===== src/rtl/updn_ctr_pkg.sv =====
package updn_ctr_pkg;

  typedef enum logic [1:0] {
    WRAP_BINARY     = 2'b00,
    WRAP_FROM_START = 2'b01,
    WRAP_AT_END     = 2'b10,
    WRAP_BINARY_ALT = 2'b11
  } wrap_mode_e;

endpackage


===== src/rtl/updn_ctr_stage.sv =====
module updn_ctr_stage #(
  parameter int STAGE_W = 4
) (
  input  logic               clk,
  input  logic               rst_n,
  input  logic               clr,
  input  logic               force_ld,
  input  logic [STAGE_W-1:0] force_val,
  input  logic               adv,
  input  logic               dir_down,
  output logic [STAGE_W-1:0] q,
  output logic               ripple
);

  // Bit i flips when all lower bits equal the "carry polarity":
  // 1 when counting up, 0 when counting down.
  function automatic logic [STAGE_W-1:0] toggle_mask(input logic [STAGE_W-1:0] v,
                                                     input logic down);
    logic [STAGE_W-1:0] m;
    logic run;
    run = 1'b1;
    for (int i = 0; i < STAGE_W; i++) begin
      m[i] = run;
      run  = run & (v[i] ^ down);
    end
    return m;
  endfunction

  logic [STAGE_W-1:0] q_next;
  logic               at_term;

  assign at_term = dir_down ? (q == '0) : (&q);
  assign ripple  = adv & at_term;

  always_comb begin
    if (clr)           q_next = '0;
    else if (force_ld) q_next = force_val;
    else if (adv)      q_next = q ^ toggle_mask(q, dir_down);
    else               q_next = q;
  end

  always_ff @(posedge clk or negedge rst_n) begin
    if (!rst_n) q <= '0;
    else        q <= q_next;
  end

  assert_stage_clear_R3: assert property (@(posedge clk) disable iff (!rst_n)
    clr |=> (q == '0));

  assert_stage_hold_R5: assert property (@(posedge clk) disable iff (!rst_n)
    (!clr && !force_ld && !adv) |=> $stable(q));

  assert_stage_step_up_R1: assert property (@(posedge clk) disable iff (!rst_n)
    (!clr && !force_ld && adv && !dir_down) |=> (q == $past(q) + STAGE_W'(1)));

  assert_stage_step_down_R2: assert property (@(posedge clk) disable iff (!rst_n)
    (!clr && !force_ld && adv && dir_down) |=> (q == $past(q) - STAGE_W'(1)));

endmodule


===== src/rtl/updn_ctr_wrap.sv =====
module updn_ctr_wrap
  import updn_ctr_pkg::*;
#(
  parameter int W = 8
) (
  input  logic [W-1:0] count,
  input  wrap_mode_e   mode,
  input  logic         dir_down,
  input  logic [W-1:0] start_val,
  input  logic [W-1:0] end_val,
  output logic         at_edge,
  output logic         offset_mode,
  output logic [W-1:0] wrap_val
);

  logic [W-1:0] edge_pt;

  always_comb begin
    unique case (mode)
      WRAP_FROM_START: begin
        edge_pt     = dir_down ? start_val : '1;
        wrap_val    = dir_down ? '1 : start_val;
        offset_mode = 1'b1;
      end
      WRAP_AT_END: begin
        edge_pt     = dir_down ? '0 : end_val;
        wrap_val    = dir_down ? end_val : '0;
        offset_mode = 1'b1;
      end
      default: begin
        edge_pt     = dir_down ? '0 : '1;
        wrap_val    = '0;
        offset_mode = 1'b0;
      end
    endcase
  end

  assign at_edge = (count == edge_pt);

endmodule


===== src/rtl/updn_cascade_counter.sv =====
module updn_cascade_counter
  import updn_ctr_pkg::*;
#(
  parameter int STAGE_W = 4,
  parameter int STAGES  = 2
) (
  input  logic                       clk,
  input  logic                       rst_n,
  input  logic                       clr,
  input  logic                       load,
  input  logic [STAGE_W*STAGES-1:0]  load_val,
  input  logic                       cnt_en,
  input  logic                       dir_down,
  input  logic [1:0]                 mode,
  input  logic [STAGE_W*STAGES-1:0]  start_val,
  input  logic [STAGE_W*STAGES-1:0]  end_val,
  output logic [STAGE_W*STAGES-1:0]  count,
  output logic                       carry_out
);

  localparam int W = STAGE_W * STAGES;

  wrap_mode_e   mode_e;
  logic         at_edge;
  logic         offset_mode;
  logic [W-1:0] wrap_val;
  logic         wrap_take;
  logic         force_ld;
  logic [W-1:0] force_val;
  logic [STAGES-1:0] stage_adv;
  logic [STAGES-1:0] stage_ripple;

  assign mode_e = wrap_mode_e'(mode);

  updn_ctr_wrap #(.W(W)) u_wrap (
    .count       (count),
    .mode        (mode_e),
    .dir_down    (dir_down),
    .start_val   (start_val),
    .end_val     (end_val),
    .at_edge     (at_edge),
    .offset_mode (offset_mode),
    .wrap_val    (wrap_val)
  );

  assign wrap_take = cnt_en & at_edge & offset_mode;
  assign force_ld  = load | wrap_take;
  assign force_val = load ? load_val : wrap_val;
  assign carry_out = cnt_en & at_edge;

  for (genvar g = 0; g < STAGES; g++) begin : g_stage
    if (g == 0) begin : g_first
      assign stage_adv[g] = cnt_en;
    end else begin : g_chain
      assign stage_adv[g] = stage_ripple[g-1];
    end

    updn_ctr_stage #(.STAGE_W(STAGE_W)) u_stage (
      .clk       (clk),
      .rst_n     (rst_n),
      .clr       (clr),
      .force_ld  (force_ld),
      .force_val (force_val[g*STAGE_W +: STAGE_W]),
      .adv       (stage_adv[g]),
      .dir_down  (dir_down),
      .q         (count[g*STAGE_W +: STAGE_W]),
      .ripple    (stage_ripple[g])
    );
  end

  assert_load_copy_R4: assert property (@(posedge clk) disable iff (!rst_n)
    (load && !clr) |=> (count == $past(load_val)));

  assert_bin_up_R1: assert property (@(posedge clk) disable iff (!rst_n)
    (cnt_en && !clr && !load && !offset_mode && !dir_down) |=> (count == $past(count) + W'(1)));

  assert_bin_down_R2: assert property (@(posedge clk) disable iff (!rst_n)
    (cnt_en && !clr && !load && !offset_mode && dir_down) |=> (count == $past(count) - W'(1)));

  assert_top_carry_R7: assert property (@(posedge clk) disable iff (!rst_n)
    !offset_mode |-> (carry_out == stage_ripple[STAGES-1]));

  assert_start_wrap_R8: assert property (@(posedge clk) disable iff (!rst_n)
    (mode_e == WRAP_FROM_START && carry_out && !clr && !load && !dir_down)
      |=> (count == $past(start_val)));

  assert_end_wrap_R9: assert property (@(posedge clk) disable iff (!rst_n)
    (mode_e == WRAP_AT_END && carry_out && !clr && !load && !dir_down) |=> (count == '0));

endmodule


===== config.mk =====
export PLATFORM = sky130hd
export DESIGN_NAME = updn_cascade_counter
export DESIGN_NICKNAME = d
export VERILOG_FILES = /design/src/rtl/updn_ctr_pkg.sv /design/src/rtl/updn_ctr_stage.sv /design/src/rtl/updn_ctr_wrap.sv /design/src/rtl/updn_cascade_counter.sv
export SDC_FILE = /design/constraint.sdc
export NUM_CORES = 1
export LEC_CHECK = 0
export BUFFER_PORTS_ARGS = -buffer_cell sky130_fd_sc_hd__buf_2
export CAP_MARGIN = 25
export CORE_MARGIN = 2
export CORE_UTILIZATION = 29
export CTS_CLUSTER_DIAMETER = 120
export DETAILED_ROUTE_END_ITERATION = 10
export GPL_TIMING_DRIVEN = 0
export SYNTH_ARGS = -nofsm -noshare
export SYNTH_HDL_FRONTEND = slang
export SYNTH_HIERARCHICAL = 1
export SYNTH_SLANG_ARGS = --single-unit

===== constraint.sdc =====
create_clock -name clk -period 2.05 [get_ports clk]
set_clock_uncertainty 0.2 [all_clocks]
set_input_delay 0.205 -clock clk [delete_from_list [all_inputs] [get_ports clk]]
set_output_delay 0.205 -clock clk [all_outputs]
set_load 0.01 [all_outputs]

==> run metrics <==
outcome=finished, violations left; failing checks=setup timing; n_diodes=0; IO Pins=41; fin crit share=1.13; crit path max fanout=5; Int Pwr=0.511 mW; drt pass-1 iters=4; post-detail-place hpwl=3.06 mm; CP max stage delay=440 ps; Critical Path RT=1640 ps; area growth from synthesis to final layout=42.6%; final worst setup slack=-267 ps; Max-Cap Viols=0; clock edge transition at the registers on the reported setup and hold paths=40 ps; Util after Layout=0.431; # port buffers=39; initial antenna violation count=0; Horiz. Die Dim=71.6 um; GRT Total Usage=0.171; TNS Setup=-1770 ps; FMAX=432 MHz; root buf cell=clkbuf_8; Leakage=0.850 nW; Core ar.=4380 um^2; insertion delay to the later sink of the worst-skew pair=220 ps; # rows=24; largest net degree at the start of global routing=17; initial core utilization=0.302; DIE AREA=5120 um^2; global-route wire length before repair=7.07 mm; Clock power frac=0.225; crit path time final=2320 ps; Synth Cell Area=1320 um^2; Logic pwr share=0.518; TritonCTS buffer count=3; Max Root-Sink Buffers=2; DR vias=1543; Worst Hold Class=in -> reg; layout cells sized above 1=0.448; final hold viol count=0; P per Cell Area=426 nW/um^2; Slew Viols, Final=0; r2r setup slk=-230 ps; Critical Path Sink Type=primary output; WHS=88.6 ps; max reg flops=8; Post-Syn Nets=208; total grt overflow=0; Top reg by flops=g_stage.u_stage/q; filler instances=465; switching share of total power=0.366; RSZ-0062 raised after global routing=yes; arrival time worst endpoint=1910 ps; yosys synthesis warning count=6; drt first-iter violations=174; Final nets=266; CTS H-tree depth=1; Setup-failing EPs final=9; worst slew pin tran=456 ps; sequential fraction of design power=0.257; CP top delay family=simple AND/OR/NAND/NOR gates; syn avg cell area=7.61 um^2; Buf+Inv Stages, Crit Path=1; Regs by FF count=g_stage.u_stage/q: 8 flops; via density per instance=5.47; slew margin rel.=0.696; Mapped Cells=174; vias in the first global route=1501; startpoint types=register; wirelength, routed=4.35 mm; Final GP Congestion=0.858; fin area=1890 um^2; drt wl/cell=15.4 um; Sw Pwr=0.294 mW; CP max stage cell=dfrtp_2; clock sink count=8; DRC viols=0; Area after DPL=1630 um^2; Routed Antenna Nets=0; CTS tree=yes; worst vdd ir=0.243 mV; die height=71.6 um; crit path kind=reg -> out; Cell Chain, Critical Path=nor2_2 -> o2bb2ai_2 -> a2111oi_4 -> nor3_2 -> nor4_2 -> and2_1 -> buf_2
[worst paths after layout]
kind                                                          start                                   to  depth (start not counted)
worst max-delay path            g_stage[1].u_stage/q[1]$_DFFE_PN0P_                            carry_out                          7
worst min-delay path                                            clr  g_stage[0].u_stage/q[0]$_DFFE_PN0P_                          2
worst max register to register  g_stage[1].u_stage/q[1]$_DFFE_PN0P_  g_stage[0].u_stage/q[0]$_DFFE_PN0P_                         10
worst min register to register  g_stage[1].u_stage/q[2]$_DFFE_PN0P_  g_stage[1].u_stage/q[2]$_DFFE_PN0P_                          2
max in group asynchronous                                     rst_n  g_stage[1].u_stage/q[2]$_DFFE_PN0P_                          2
min in group asynchronous                                     rst_n  g_stage[1].u_stage/q[0]$_DFFE_PN0P_                          2
[through the flow]
stage,power (mW),cells,worst slack (ps)
2_1_floorplan,0.433,174,-126
3_3_place_gp,0.544,265,-534
3_5_place_dp,0.546,265,-571
4_1_cts,0.779,280,-254
5_1_grt,0.863,282,-412
6_report,0.805,282,-267
[worst reg2reg max path, cell delays in order, from the launching register on]
cell and delay (ps):
dfrtp_2 440, nor2_2 130, o2bb2ai_2 70, a2111oi_4 350
nor3_2 80, nor4_2 310, a31o_2 220, buf_12 140
nor2_1 50, a21oi_1 120, nor2_1 60
[area by class of cell]
| cell class | count | area [um^2] | share of cell area |
|---|---|---|---|
| Timing Repair Buffer | 53 | 340 | 0.180 |
| Sequential cell | 8 | 206 | 0.109 |
| Multi-Input combinational cell | 138 | 1070 | 0.567 |
| Inverter | 19 | 86.3 | 0.0457 |
| Buffer | 9 | 77.6 | 0.0411 |
| Clock buffer | 3 | 41.3 | 0.0219 |
| Tap cell | 52 | 65.1 | 0.0345 |
[power groups by stage]
stage,Clock [mW],Combinational [mW],Sequential (mW)
6_report,0.181,0.417,0.207
3_3_place_gp,0,0.332,0.212
3_5_place_dp,0,0.334,0.213
2_1_floorplan,0,0.227,0.207
4_1_cts,0.189,0.385,0.205
5_1_grt,0.199,0.454,0.210
[what timing repair did]
action                                  in CTS  in global routing
hold buffers                                 1                  0
gates resized for setup                     14                  9
endpoints found under the setup margin       9                  9
gates cloned                                 1                  1
pin swaps                                    7                  6
buffers inserted                            10                  1
endpoints found under the hold margin        8                  0
[cells in the final DEF, fill, tap and decap left out, types with 4 or more instances in the layout]
master	count
nand2_1	16
inv_2	4
a22oi_1	6
buf_6	5
o22ai_1	4
buf_4	11
a21oi_1	15
o21ai_0	4
mux2_4	8
xor2_1	6
xnor2_1	4
buf_2	40
dfrtp_2	5
nand2b_1	4
inv_1	12
o21a_1	4
nor2_1	12
[routing by layer]
layer  global-route usage  wire length [um]  up-vias
li1                     -                 -      756
met1                0.228              1990      733
met2                0.290              2030       52
met3               0.0338               309        2
met4               0.0294                16        0
met5                    0                 0        -
Note: power is estimated with default switching activity, not from simulation.
